===== config.mk =====
export PLATFORM = sky130hd
export DESIGN_NAME = ccq_top
export DESIGN_NICKNAME = d
export VERILOG_FILES = /design/src/rtl/ccq_pkg.sv /design/src/rtl/ccq_fifo.sv /design/src/rtl/ccq_decoder.sv /design/src/rtl/ccq_regs.sv /design/src/rtl/ccq_top.sv
export SDC_FILE = /design/constraint.sdc
export NUM_CORES = 1
export LEC_CHECK = 0
export BUFFER_PORTS_ARGS = -buffer_cell sky130_fd_sc_hd__buf_2
export CORE_ASPECT_RATIO = 1.4
export CORE_UTILIZATION = 62
export CTS_CLUSTER_SIZE = 30
export DETAILED_ROUTE_END_ITERATION = 12
export PLACE_DENSITY = 0.83
export SLEW_MARGIN = 20
export SYNTH_ARGS = -nofsm -noshare
export SYNTH_HDL_FRONTEND = slang
export SYNTH_SLANG_ARGS = --single-unit
export TNS_END_PERCENT = 50

===== constraint.sdc =====
create_clock -name clk -period 9.02 [get_ports clk]
set_input_delay 0.451 -clock clk [delete_from_list [all_inputs] [get_ports clk]]
set_output_delay 0.451 -clock clk [all_outputs]
set_load 0.05 [all_outputs]

===== src/rtl/ccq_pkg.sv =====
package ccq_pkg;

  // Opcode encodings (bits 31:28 of a command word)
  localparam logic [3:0] OP_SET_KEY = 4'd1;
  localparam logic [3:0] OP_SET_IV  = 4'd2;
  localparam logic [3:0] OP_CRYPT   = 4'd5;
  localparam logic [3:0] OP_GET_IV  = 4'd6;
  localparam logic [3:0] OP_BARRIER = 4'd8;

  // Argument storage sized for the longest key
  localparam int ARG_WORDS = 8;
  localparam int IV_WORDS  = 4;
  localparam int CNT_W     = $clog2(ARG_WORDS + 1);
  localparam int IDX_W     = $clog2(ARG_WORDS);

  // Register byte offsets
  localparam int OFS_CTRL  = 'h00;
  localparam int OFS_STAT  = 'h04;
  localparam int OFS_EN    = 'h08;
  localparam int OFS_FIFO  = 'h0C;
  localparam int OFS_PUSH  = 'h10;

  // Control bits
  localparam int CTRL_START = 0;
  localparam int CTRL_STOP  = 1;
  localparam int CTRL_CLR   = 2;
  localparam int CTRL_RST   = 3;

  // Status bit positions
  localparam int ST_OVF      = 1;
  localparam int ST_UNK      = 2;
  localparam int ST_FLAG     = 5;
  localparam int ST_K0_INV   = 7;
  localparam int ST_K0_EMPTY = 11;
  localparam int ST_K1_INV   = 13;
  localparam int ST_K1_EMPTY = 17;
  localparam logic [31:0] ST_MASK = 32'h0002_28A6;

  typedef struct packed {
    logic       unknown;
    logic [1:0] key_empty;
    logic [1:0] key_invalid;
    logic       flag;
  } dec_ev_t;

endpackage


===== src/rtl/ccq_fifo.sv =====
module ccq_fifo #(
  parameter int DEPTH = 16,
  parameter int W     = 32,
  localparam int PW   = (DEPTH > 1) ? $clog2(DEPTH) : 1,
  localparam int LW   = $clog2(DEPTH + 1)
) (
  input  logic          clk,
  input  logic          rst_n,
  input  logic          flush,
  input  logic          push,
  input  logic [W-1:0]  wdata,
  input  logic          pop,
  output logic [W-1:0]  rdata,
  output logic [PW-1:0] wptr,
  output logic [PW-1:0] rptr,
  output logic [LW-1:0] level,
  output logic          full,
  output logic          empty
);

  logic [W-1:0]  mem [DEPTH];
  logic [PW-1:0] wptr_q, wptr_n, rptr_q, rptr_n;
  logic [LW-1:0] level_q, level_n;
  logic          do_push, do_pop;

  assign full    = (level_q == LW'(DEPTH));
  assign empty   = (level_q == '0);
  assign do_push = push && !full;
  assign do_pop  = pop && !empty;

  always_comb begin
    wptr_n  = wptr_q;
    rptr_n  = rptr_q;
    level_n = level_q;
    if (do_push) wptr_n = (wptr_q == PW'(DEPTH - 1)) ? '0 : wptr_q + PW'(1);
    if (do_pop)  rptr_n = (rptr_q == PW'(DEPTH - 1)) ? '0 : rptr_q + PW'(1);
    unique case ({do_push, do_pop})
      2'b10:   level_n = level_q + LW'(1);
      2'b01:   level_n = level_q - LW'(1);
      default: level_n = level_q;
    endcase
    if (flush) begin
      wptr_n  = '0;
      rptr_n  = '0;
      level_n = '0;
    end
  end

  always_ff @(posedge clk or negedge rst_n) begin
    if (!rst_n) begin
      wptr_q  <= '0;
      rptr_q  <= '0;
      level_q <= '0;
    end else begin
      wptr_q  <= wptr_n;
      rptr_q  <= rptr_n;
      level_q <= level_n;
    end
  end

  // Storage: written only on an accepted push, no reset needed
  always_ff @(posedge clk) begin
    if (do_push && !flush) mem[wptr_q] <= wdata;
  end

  assign rdata = mem[rptr_q];
  assign wptr  = wptr_q;
  assign rptr  = rptr_q;
  assign level = level_q;

endmodule


===== src/rtl/ccq_decoder.sv =====
module ccq_decoder
  import ccq_pkg::*;
(
  input  logic                    clk,
  input  logic                    rst_n,
  input  logic                    eng_reset,
  input  logic                    running,
  input  logic                    fifo_empty,
  input  logic [31:0]             head,
  output logic                    pop,
  input  logic                    dsp_ready,
  input  logic                    dp_busy,
  output logic                    dsp_valid,
  output logic [3:0]              dsp_op,
  output logic [31:0]             dsp_word,
  output logic [3:0]              dsp_nargs,
  output logic [ARG_WORDS*32-1:0] dsp_args,
  output dec_ev_t                 ev,
  output logic [1:0]              key_loaded
);

  typedef enum logic [1:0] {S_IDLE, S_ARGS, S_SEND, S_BARR} st_e;

  st_e                          st_q, st_n;
  logic [31:0]                  cmd_q, cmd_n;
  logic [ARG_WORDS-1:0][31:0]   args_q, args_n;
  logic [CNT_W-1:0]             need_q, need_n, cnt_q, cnt_n, cnt_inc;
  logic [1:0]                   ld_q, ld_n;

  logic [3:0] h_op;
  logic       h_slot;
  logic [2:0] h_src;
  logic [1:0] h_len, h_mode;

  assign h_op    = head[31:28];
  assign h_slot  = head[27];
  assign h_src   = head[26:24];
  assign h_len   = head[23:22];
  assign h_mode  = head[17:16];
  assign cnt_inc = cnt_q + CNT_W'(1);

  always_comb begin
    st_n   = st_q;
    cmd_n  = cmd_q;
    args_n = args_q;
    need_n = need_q;
    cnt_n  = cnt_q;
    ld_n   = ld_q;
    pop    = 1'b0;
    ev     = '0;
    unique case (st_q)
      S_IDLE: begin
        if (running && !fifo_empty) begin
          pop    = 1'b1;
          cmd_n  = head;
          args_n = '0;
          need_n = '0;
          cnt_n  = '0;
          case (h_op)
            OP_SET_KEY: begin
              if (h_len == 2'd3 || h_mode == 2'd3) begin
                ev.key_invalid[h_slot] = 1'b1;
              end else if (h_src == 3'd0) begin
                need_n = CNT_W'(3'd4) + CNT_W'({h_len, 1'b0});
                st_n   = S_ARGS;
              end else begin
                st_n = S_SEND;
              end
            end
            OP_SET_IV: begin
              need_n = CNT_W'(IV_WORDS);
              st_n   = S_ARGS;
            end
            OP_CRYPT: begin
              if (ld_q[h_slot]) st_n = S_SEND;
              else              ev.key_empty[h_slot] = 1'b1;
            end
            OP_GET_IV:  st_n = S_SEND;
            OP_BARRIER: st_n = S_BARR;
            default:    ev.unknown = 1'b1;
          endcase
        end
      end
      S_ARGS: begin
        if (running && !fifo_empty) begin
          pop                       = 1'b1;
          args_n[cnt_q[IDX_W-1:0]]  = head;
          cnt_n                     = cnt_inc;
          if (cnt_inc == need_q) st_n = S_SEND;
        end
      end
      S_SEND: begin
        if (dsp_ready) begin
          if (cmd_q[31:28] == OP_SET_KEY) ld_n[cmd_q[27]] = 1'b1;
          st_n = S_IDLE;
        end
      end
      S_BARR: begin
        if (!dp_busy) begin
          ev.flag = cmd_q[27];
          st_n    = S_IDLE;
        end
      end
      default: st_n = S_IDLE;
    endcase
    if (eng_reset) begin
      st_n = S_IDLE;
      ld_n = '0;
      pop  = 1'b0;
      ev   = '0;
    end
  end

  always_ff @(posedge clk or negedge rst_n) begin
    if (!rst_n) begin
      st_q   <= S_IDLE;
      cmd_q  <= '0;
      args_q <= '0;
      need_q <= '0;
      cnt_q  <= '0;
      ld_q   <= '0;
    end else begin
      st_q   <= st_n;
      cmd_q  <= cmd_n;
      args_q <= args_n;
      need_q <= need_n;
      cnt_q  <= cnt_n;
      ld_q   <= ld_n;
    end
  end

  assign dsp_valid  = (st_q == S_SEND);
  assign dsp_word   = cmd_q;
  assign dsp_op     = cmd_q[31:28];
  assign dsp_nargs  = 4'(need_q);
  assign dsp_args   = args_q;
  assign key_loaded = ld_q;

endmodule


===== src/rtl/ccq_regs.sv =====
module ccq_regs
  import ccq_pkg::*;
#(
  parameter int ADDR_W = 8
) (
  input  logic              clk,
  input  logic              rst_n,
  input  logic              wr_en,
  input  logic [ADDR_W-1:0] wr_addr,
  input  logic [31:0]       wr_data,
  input  logic [ADDR_W-1:0] rd_addr,
  output logic [31:0]       rd_data,
  input  logic [31:0]       fifo_stat,
  input  logic              fifo_full,
  input  dec_ev_t           ev,
  output logic              cmd_push,
  output logic              running,
  output logic              clr_fifo,
  output logic              eng_reset,
  output logic [31:0]       status,
  output logic              irq
);

  logic        wr_ctrl, wr_stat, wr_en_reg;
  logic        start, stop;
  logic        run_q, run_n;
  logic [31:0] stat_q, stat_n, en_q, en_n, set_v, clr_v;

  assign wr_ctrl   = wr_en && (wr_addr == ADDR_W'(OFS_CTRL));
  assign wr_stat   = wr_en && (wr_addr == ADDR_W'(OFS_STAT));
  assign wr_en_reg = wr_en && (wr_addr == ADDR_W'(OFS_EN));
  assign cmd_push  = wr_en && (wr_addr == ADDR_W'(OFS_PUSH));

  assign start     = wr_ctrl && wr_data[CTRL_START];
  assign stop      = wr_ctrl && wr_data[CTRL_STOP];
  assign clr_fifo  = wr_ctrl && wr_data[CTRL_CLR];
  assign eng_reset = wr_ctrl && wr_data[CTRL_RST];

  always_comb begin
    set_v              = '0;
    set_v[ST_OVF]      = cmd_push && fifo_full;
    set_v[ST_UNK]      = ev.unknown;
    set_v[ST_FLAG]     = ev.flag;
    set_v[ST_K0_INV]   = ev.key_invalid[0];
    set_v[ST_K1_INV]   = ev.key_invalid[1];
    set_v[ST_K0_EMPTY] = ev.key_empty[0];
    set_v[ST_K1_EMPTY] = ev.key_empty[1];
    clr_v              = wr_stat ? wr_data : '0;
    stat_n             = ((stat_q & ~clr_v) | set_v) & ST_MASK;
    if (eng_reset) stat_n = '0;
    en_n = wr_en_reg ? (wr_data & ST_MASK) : en_q;
    run_n = run_q;
    if (start)             run_n = 1'b1;
    if (stop || eng_reset) run_n = 1'b0;
  end

  always_ff @(posedge clk or negedge rst_n) begin
    if (!rst_n) begin
      stat_q <= '0;
      en_q   <= '0;
      run_q  <= 1'b0;
    end else begin
      stat_q <= stat_n;
      en_q   <= en_n;
      run_q  <= run_n;
    end
  end

  always_comb begin
    unique case (rd_addr)
      ADDR_W'(OFS_STAT): rd_data = stat_q;
      ADDR_W'(OFS_EN):   rd_data = en_q;
      ADDR_W'(OFS_FIFO): rd_data = fifo_stat;
      default:           rd_data = '0;
    endcase
  end

  assign running = run_q;
  assign status  = stat_q;
  assign irq     = |(stat_q & en_q);

endmodule


===== src/rtl/ccq_top.sv =====
module ccq_top
  import ccq_pkg::*;
#(
  parameter int FIFO_DEPTH = 16,
  parameter int ADDR_W     = 8
) (
  input  logic                    clk,
  input  logic                    rst_n,
  input  logic                    reg_wr_en,
  input  logic [ADDR_W-1:0]       reg_wr_addr,
  input  logic [31:0]             reg_wr_data,
  input  logic [ADDR_W-1:0]       reg_rd_addr,
  output logic [31:0]             reg_rd_data,
  output logic                    dsp_valid,
  input  logic                    dsp_ready,
  output logic [3:0]              dsp_op,
  output logic [31:0]             dsp_word,
  output logic [3:0]              dsp_nargs,
  output logic [ARG_WORDS*32-1:0] dsp_args,
  input  logic                    dp_busy,
  output logic                    irq
);

  localparam int FIFO_PW = (FIFO_DEPTH > 1) ? $clog2(FIFO_DEPTH) : 1;
  localparam int LVL_W   = $clog2(FIFO_DEPTH + 1);

  logic               cmd_push, running, clr_fifo, eng_reset, pop;
  logic               fifo_full, fifo_empty;
  logic [31:0]        head, fifo_stat, irq_status;
  logic [FIFO_PW-1:0] f_wptr, f_rptr;
  logic [LVL_W-1:0]   fifo_level;
  logic [1:0]         key_loaded;
  dec_ev_t            ev;

  ccq_regs #(.ADDR_W(ADDR_W)) u_regs (
    .clk       (clk),
    .rst_n     (rst_n),
    .wr_en     (reg_wr_en),
    .wr_addr   (reg_wr_addr),
    .wr_data   (reg_wr_data),
    .rd_addr   (reg_rd_addr),
    .rd_data   (reg_rd_data),
    .fifo_stat (fifo_stat),
    .fifo_full (fifo_full),
    .ev        (ev),
    .cmd_push  (cmd_push),
    .running   (running),
    .clr_fifo  (clr_fifo),
    .eng_reset (eng_reset),
    .status    (irq_status),
    .irq       (irq)
  );

  ccq_fifo #(.DEPTH(FIFO_DEPTH), .W(32)) u_fifo (
    .clk   (clk),
    .rst_n (rst_n),
    .flush (clr_fifo || eng_reset),
    .push  (cmd_push),
    .wdata (reg_wr_data),
    .pop   (pop),
    .rdata (head),
    .wptr  (f_wptr),
    .rptr  (f_rptr),
    .level (fifo_level),
    .full  (fifo_full),
    .empty (fifo_empty)
  );

  assign fifo_stat = {8'(f_wptr), 8'(f_rptr), 8'(fifo_level), 5'b0, fifo_full, fifo_empty, 1'b0};

  ccq_decoder u_dec (
    .clk        (clk),
    .rst_n      (rst_n),
    .eng_reset  (eng_reset),
    .running    (running),
    .fifo_empty (fifo_empty),
    .head       (head),
    .pop        (pop),
    .dsp_ready  (dsp_ready),
    .dp_busy    (dp_busy),
    .dsp_valid  (dsp_valid),
    .dsp_op     (dsp_op),
    .dsp_word   (dsp_word),
    .dsp_nargs  (dsp_nargs),
    .dsp_args   (dsp_args),
    .ev         (ev),
    .key_loaded (key_loaded)
  );

endmodule


==> metrics.md <==
| Metric | Value |
|---|---|
| Result of the run | completed |
| WL/cell | 31.0 um |
| Pin count of the biggest net entering global routing | 129 |
| Part of the Yosys area used for sequential elements | between 70% and 80% |
| Overall die width | between 150 and 200 um |
| TritonCTS clock tree | yes |
| Yosys synthesis warning count | 0 |
| Final count of negative-setup-slack endpoints | 0 |
| Internal power | ~6.3 mW |
| Count of state elements after synthesis | around 840 |
| Final WL | 89,900 um |
| Post-Synthesis Cell Area | between 0.03 and 0.04 mm^2 |
| Critical Path RT | 9.51 ns |
| Global placer's final weighted congestion | just over 0.9 |
| Slew Viols, Final | 0 |
| Combinational power share | between 10 and 15% |
| Antenna violations before repair | 14 |
| Total net switching power | between 2 and 2.5 mW |
| Pre-CTS worst setup slack | about 4.5 ns |
| Nets | approximately 2,300 |
| Combined global-route utilization of all metal layers | 34.5% |
| Final count of hold timing violations | 0 |
| Final clock skew | between 0.03 and 0.04 ns |
| Via/cell ratio | about 7 |
| Number of vias after detailed routing | around 20,000 |
| Vias in the first global route | 20,400 |
| Residual overflow from global routing | 0 |
| Max FO, Critical Path | 70 |
| Die boundary height | ~270 um |
| Switching portion of total power | between 20% and 30% |
| Clock Sink Count | 839 |
| Num CTS Buffers | just over 70 |
| Kind of end point of the critical path | flip-flop |
| Flop pwr share | 49.2% |
| Fraction of final layout cells with drive strength greater than 1 | roughly a third |
| Post-layout min period | about 4.6 ns |
| Initial Util | between 60 and 70% |
| Ys flop type | sky130_fd_sc_hd__edfxtp_1 |
| Root Buffer | sky130_fd_sc_hd__clkbuf_16 |
| Summed negative setup slack over all endpoints | 0 ns |
| Area of the core | about 0.051 mm^2 |
| Latest clock arrival within the worst-skew pair | roughly 0.61 ns |
| Number of gates resized after CTS | 0 |
| DR DRC count | 0 |
| CTS clk-pin slew, worst paths | about 0.070 ns |
| Final Worst Setup Slack | ~4.4 ns |
| Number of maximum-capacitance violations | 0 |
| Rel. slew slack | 24.7% |
| Global-route wire length before repair | between 100,000 and 150,000 um |
| Arrival time reported for the critical path endpoint | about 5.1 ns |
| H-tree depth reported by CTS | 3 |
| Cells after Synth | 1,837 |
| Static Leak | approximately 15 nW |
| Max frequency | 0.217 GHz |
| Detailed Place HPWL | about 55,000 um |
| Worst hold slack across all endpoints | approximately 0.22 ns |
| Standard-cell row count | 98 |
| Full die area | 0.0533 mm^2 |
| PnR Total Power | approximately 8.6 mW |
| Number of flops mapped to enable cells by yosys | approximately 510 |
| Post-route core utilization | approximately 72% |
| Maximum root-to-sink buffer count | 3 |
| Min-Delay Path Class | primary input to flip-flop |
| Average cell area after synthesis | 17.7 um^2 |
| Maximum ir drop on the vdd rail | between 100 and 150 uV |
| Number of DRC markers after the initial detailed-route iteration | between 2,000 and 2,500 |
| Tightest Pin Transition | 1.13 ns |
| Total power per unit cell area | about 230 mW/mm^2 |
| Startpoint type of the worst setup path | flip-flop |
| Number of distinct library cell variants in the gate-level netlist after synthesis | between 70 and 80 |
| Share of synthesized flip-flops with an asynchronous set or reset | 39.0% |
| Buffers added on ports | roughly 370 |
| Setup repair after global routing missed its margin | false |
| Number of detailed-route iterations in the first pass | 6 |
| Share of total power in the clock network | between 30% and 40% |
| Number of I/O pins | 383 |
| Final critical-path share of the clock period | between 50% and 60% |
| Area added between synthesis and finish | 14.7% |
| Critical path start-end classification | flip-flop to flip-flop |
| Count of antenna-violating nets left after detailed routing | 0 |
==> power groups by stage <==
stage               Clock, mW  Combinational, mW  Sequential [mW]
floorplan                   0              0.819             4.31
global placement            0               1.18             4.29
detailed placement          0               1.21             4.30
CTS                      3.13               1.23             4.22
global route             3.27               1.30             4.23
finish                   3.12               1.25             4.22
==> placed cells by master (no fill, tap or decap), types with 8 or more instances in the layout <==
cell type,synthesis,final
sky130_fd_sc_hd__a21oi_1,17,17
sky130_fd_sc_hd__a22o_1,258,258
sky130_fd_sc_hd__a22oi_1,14,14
sky130_fd_sc_hd__and2_1,15,9
sky130_fd_sc_hd__buf_2,12,366
sky130_fd_sc_hd__buf_4,23,39
sky130_fd_sc_hd__clkbuf_1,74,18
sky130_fd_sc_hd__clkbuf_16,0,73
sky130_fd_sc_hd__conb_1,1,15
sky130_fd_sc_hd__dfrtp_1,327,324
sky130_fd_sc_hd__edfxtp_1,512,512
sky130_fd_sc_hd__ha_1,9,9
sky130_fd_sc_hd__inv_1,10,10
sky130_fd_sc_hd__mux2_2,17,17
sky130_fd_sc_hd__mux4_2,144,144
sky130_fd_sc_hd__nand2_1,146,146
sky130_fd_sc_hd__nand2b_1,9,9
sky130_fd_sc_hd__nand3_1,12,12
sky130_fd_sc_hd__nor2_1,54,47
sky130_fd_sc_hd__nor3_1,16,10
sky130_fd_sc_hd__o21ai_0,18,18
sky130_fd_sc_hd__o22ai_1,8,8
==> sequential cells by signal (all words and copies together) (netlist names) <==
signal and flops:
u_dec.dsp_word 32, u_regs.status 7, u_regs.running 1, u_fifo.level 5, u_dec.dsp_nargs 3, u_dec.st_q 2
u_dec.key_loaded 2, u_fifo.wptr 4, u_dec.dsp_args 256, u_regs.en_q 7, u_fifo.rptr 4, u_dec.cnt_q 4
u_fifo.mem 512
==> path summary, 6_finish.rpt <==
check	endpoint	from	cells past startpoint	slack, ns
worst max-delay path	u_dec.st_q[0]	u_fifo.rptr[1]	9	4.41
worst min-delay path	u_fifo.mem[7][16]	reg_wr_data[16]	1	0.22
worst max register to register	u_dec.st_q[0]	u_fifo.rptr[1]	9	4.41
worst min register to register	u_dec.dsp_word[25]	u_dec.dsp_word[25]	2	0.48
max in group asynchronous	u_dec.dsp_args[139]	rst_n	4	6.36
min in group asynchronous	u_dec.dsp_args[253]	rst_n	2	0.53
==> kinds of logic (layout without fill, tap and decap cells) <==
| logic type | count (synthesis) | after routing | share of synthesized area (%) |
|---|---|---|---|
| AO/OA/AOI/OAI | 360 | 360 | 9.23 |
| XOR/XNOR | 12 | 12 | 0.324 |
| adder cells (fa/ha/maj) | 9 | 9 | 0.347 |
| buffers and inverters | 152 | 548 | 2.41 |
| flip-flops | 839 | 839 | 72.6 |
| multiplexers | 169 | 169 | 10.8 |
| other | 1 | 20 | 0.0115 |
| AND/OR/NAND/NOR | 295 | 295 | 4.29 |
==> worst max-delay path, stage by stage, from the launching register on <==
cell and delay, ns:
sky130_fd_sc_hd__dfrtp_4 1.12, sky130_fd_sc_hd__buf_4 0.82, sky130_fd_sc_hd__mux4_2 0.37, sky130_fd_sc_hd__o22ai_2 0.10, sky130_fd_sc_hd__nor2_1 0.77, sky130_fd_sc_hd__or2_4 0.29
sky130_fd_sc_hd__nor4_4 0.05, sky130_fd_sc_hd__a2111oi_1 0.38, sky130_fd_sc_hd__a221o_2 0.21, sky130_fd_sc_hd__mux2_4 0.30
==> metal layers <==
metal	routed length (um)	share of wire [%]	track usage, %	vias to the layer above
li1	-	-	-	7946
met1	29900	33	41.7	10200
met2	44200	49	55.8	1661
met3	9520	11	8.69	392
met4	6150	6.8	22.1	18
met5	112	0.12	0	-
==> final cells by class <==
type                       instances  area (um^2)
tap                              650          813
antenna                            5         12.5
clock buffer                      96         1960
fill                            2910        14100
clock inverter                    32          377
multi-input combinational        860         8290
inverter                          11         41.3
sequential                       839        23600
timing repair buffer             409         2170
==> repair_timing <==
item	in CTS	in global routing
endpoints found under the setup margin	0	0
hold buffers	1	0
setup buffers	0	0
endpoints found under the hold margin	40	0
==> cell usage after synthesis, types with 16 or more instances <==
cell	count	share of area, %
sky130_fd_sc_hd__mux4_2	144	10
sky130_fd_sc_hd__clkbuf_1	74	0.86
sky130_fd_sc_hd__a22o_1	258	7.0
sky130_fd_sc_hd__nand2_1	146	1.7
sky130_fd_sc_hd__buf_4	23	0.53
sky130_fd_sc_hd__mux2_2	17	0.59
sky130_fd_sc_hd__o21ai_0	18	0.28
sky130_fd_sc_hd__nor2_1	54	0.62
sky130_fd_sc_hd__edfxtp_1	512	47
sky130_fd_sc_hd__nor3_1	16	0.25
sky130_fd_sc_hd__dfrtp_1	327	25
sky130_fd_sc_hd__a21oi_1	17	0.26
sky130_fd_sc_hd__buf_1	19	0.22
==> per-stage QoR <==
stage               cell area, um^2  instances
finish                        37200       2902
floorplan                     32500       1851
CTS                           37200       2897
detailed placement            34900       2768
global placement              34900       2768
global route                  37200       2900
No activity file was read; power rests on OpenSTA's default activity.
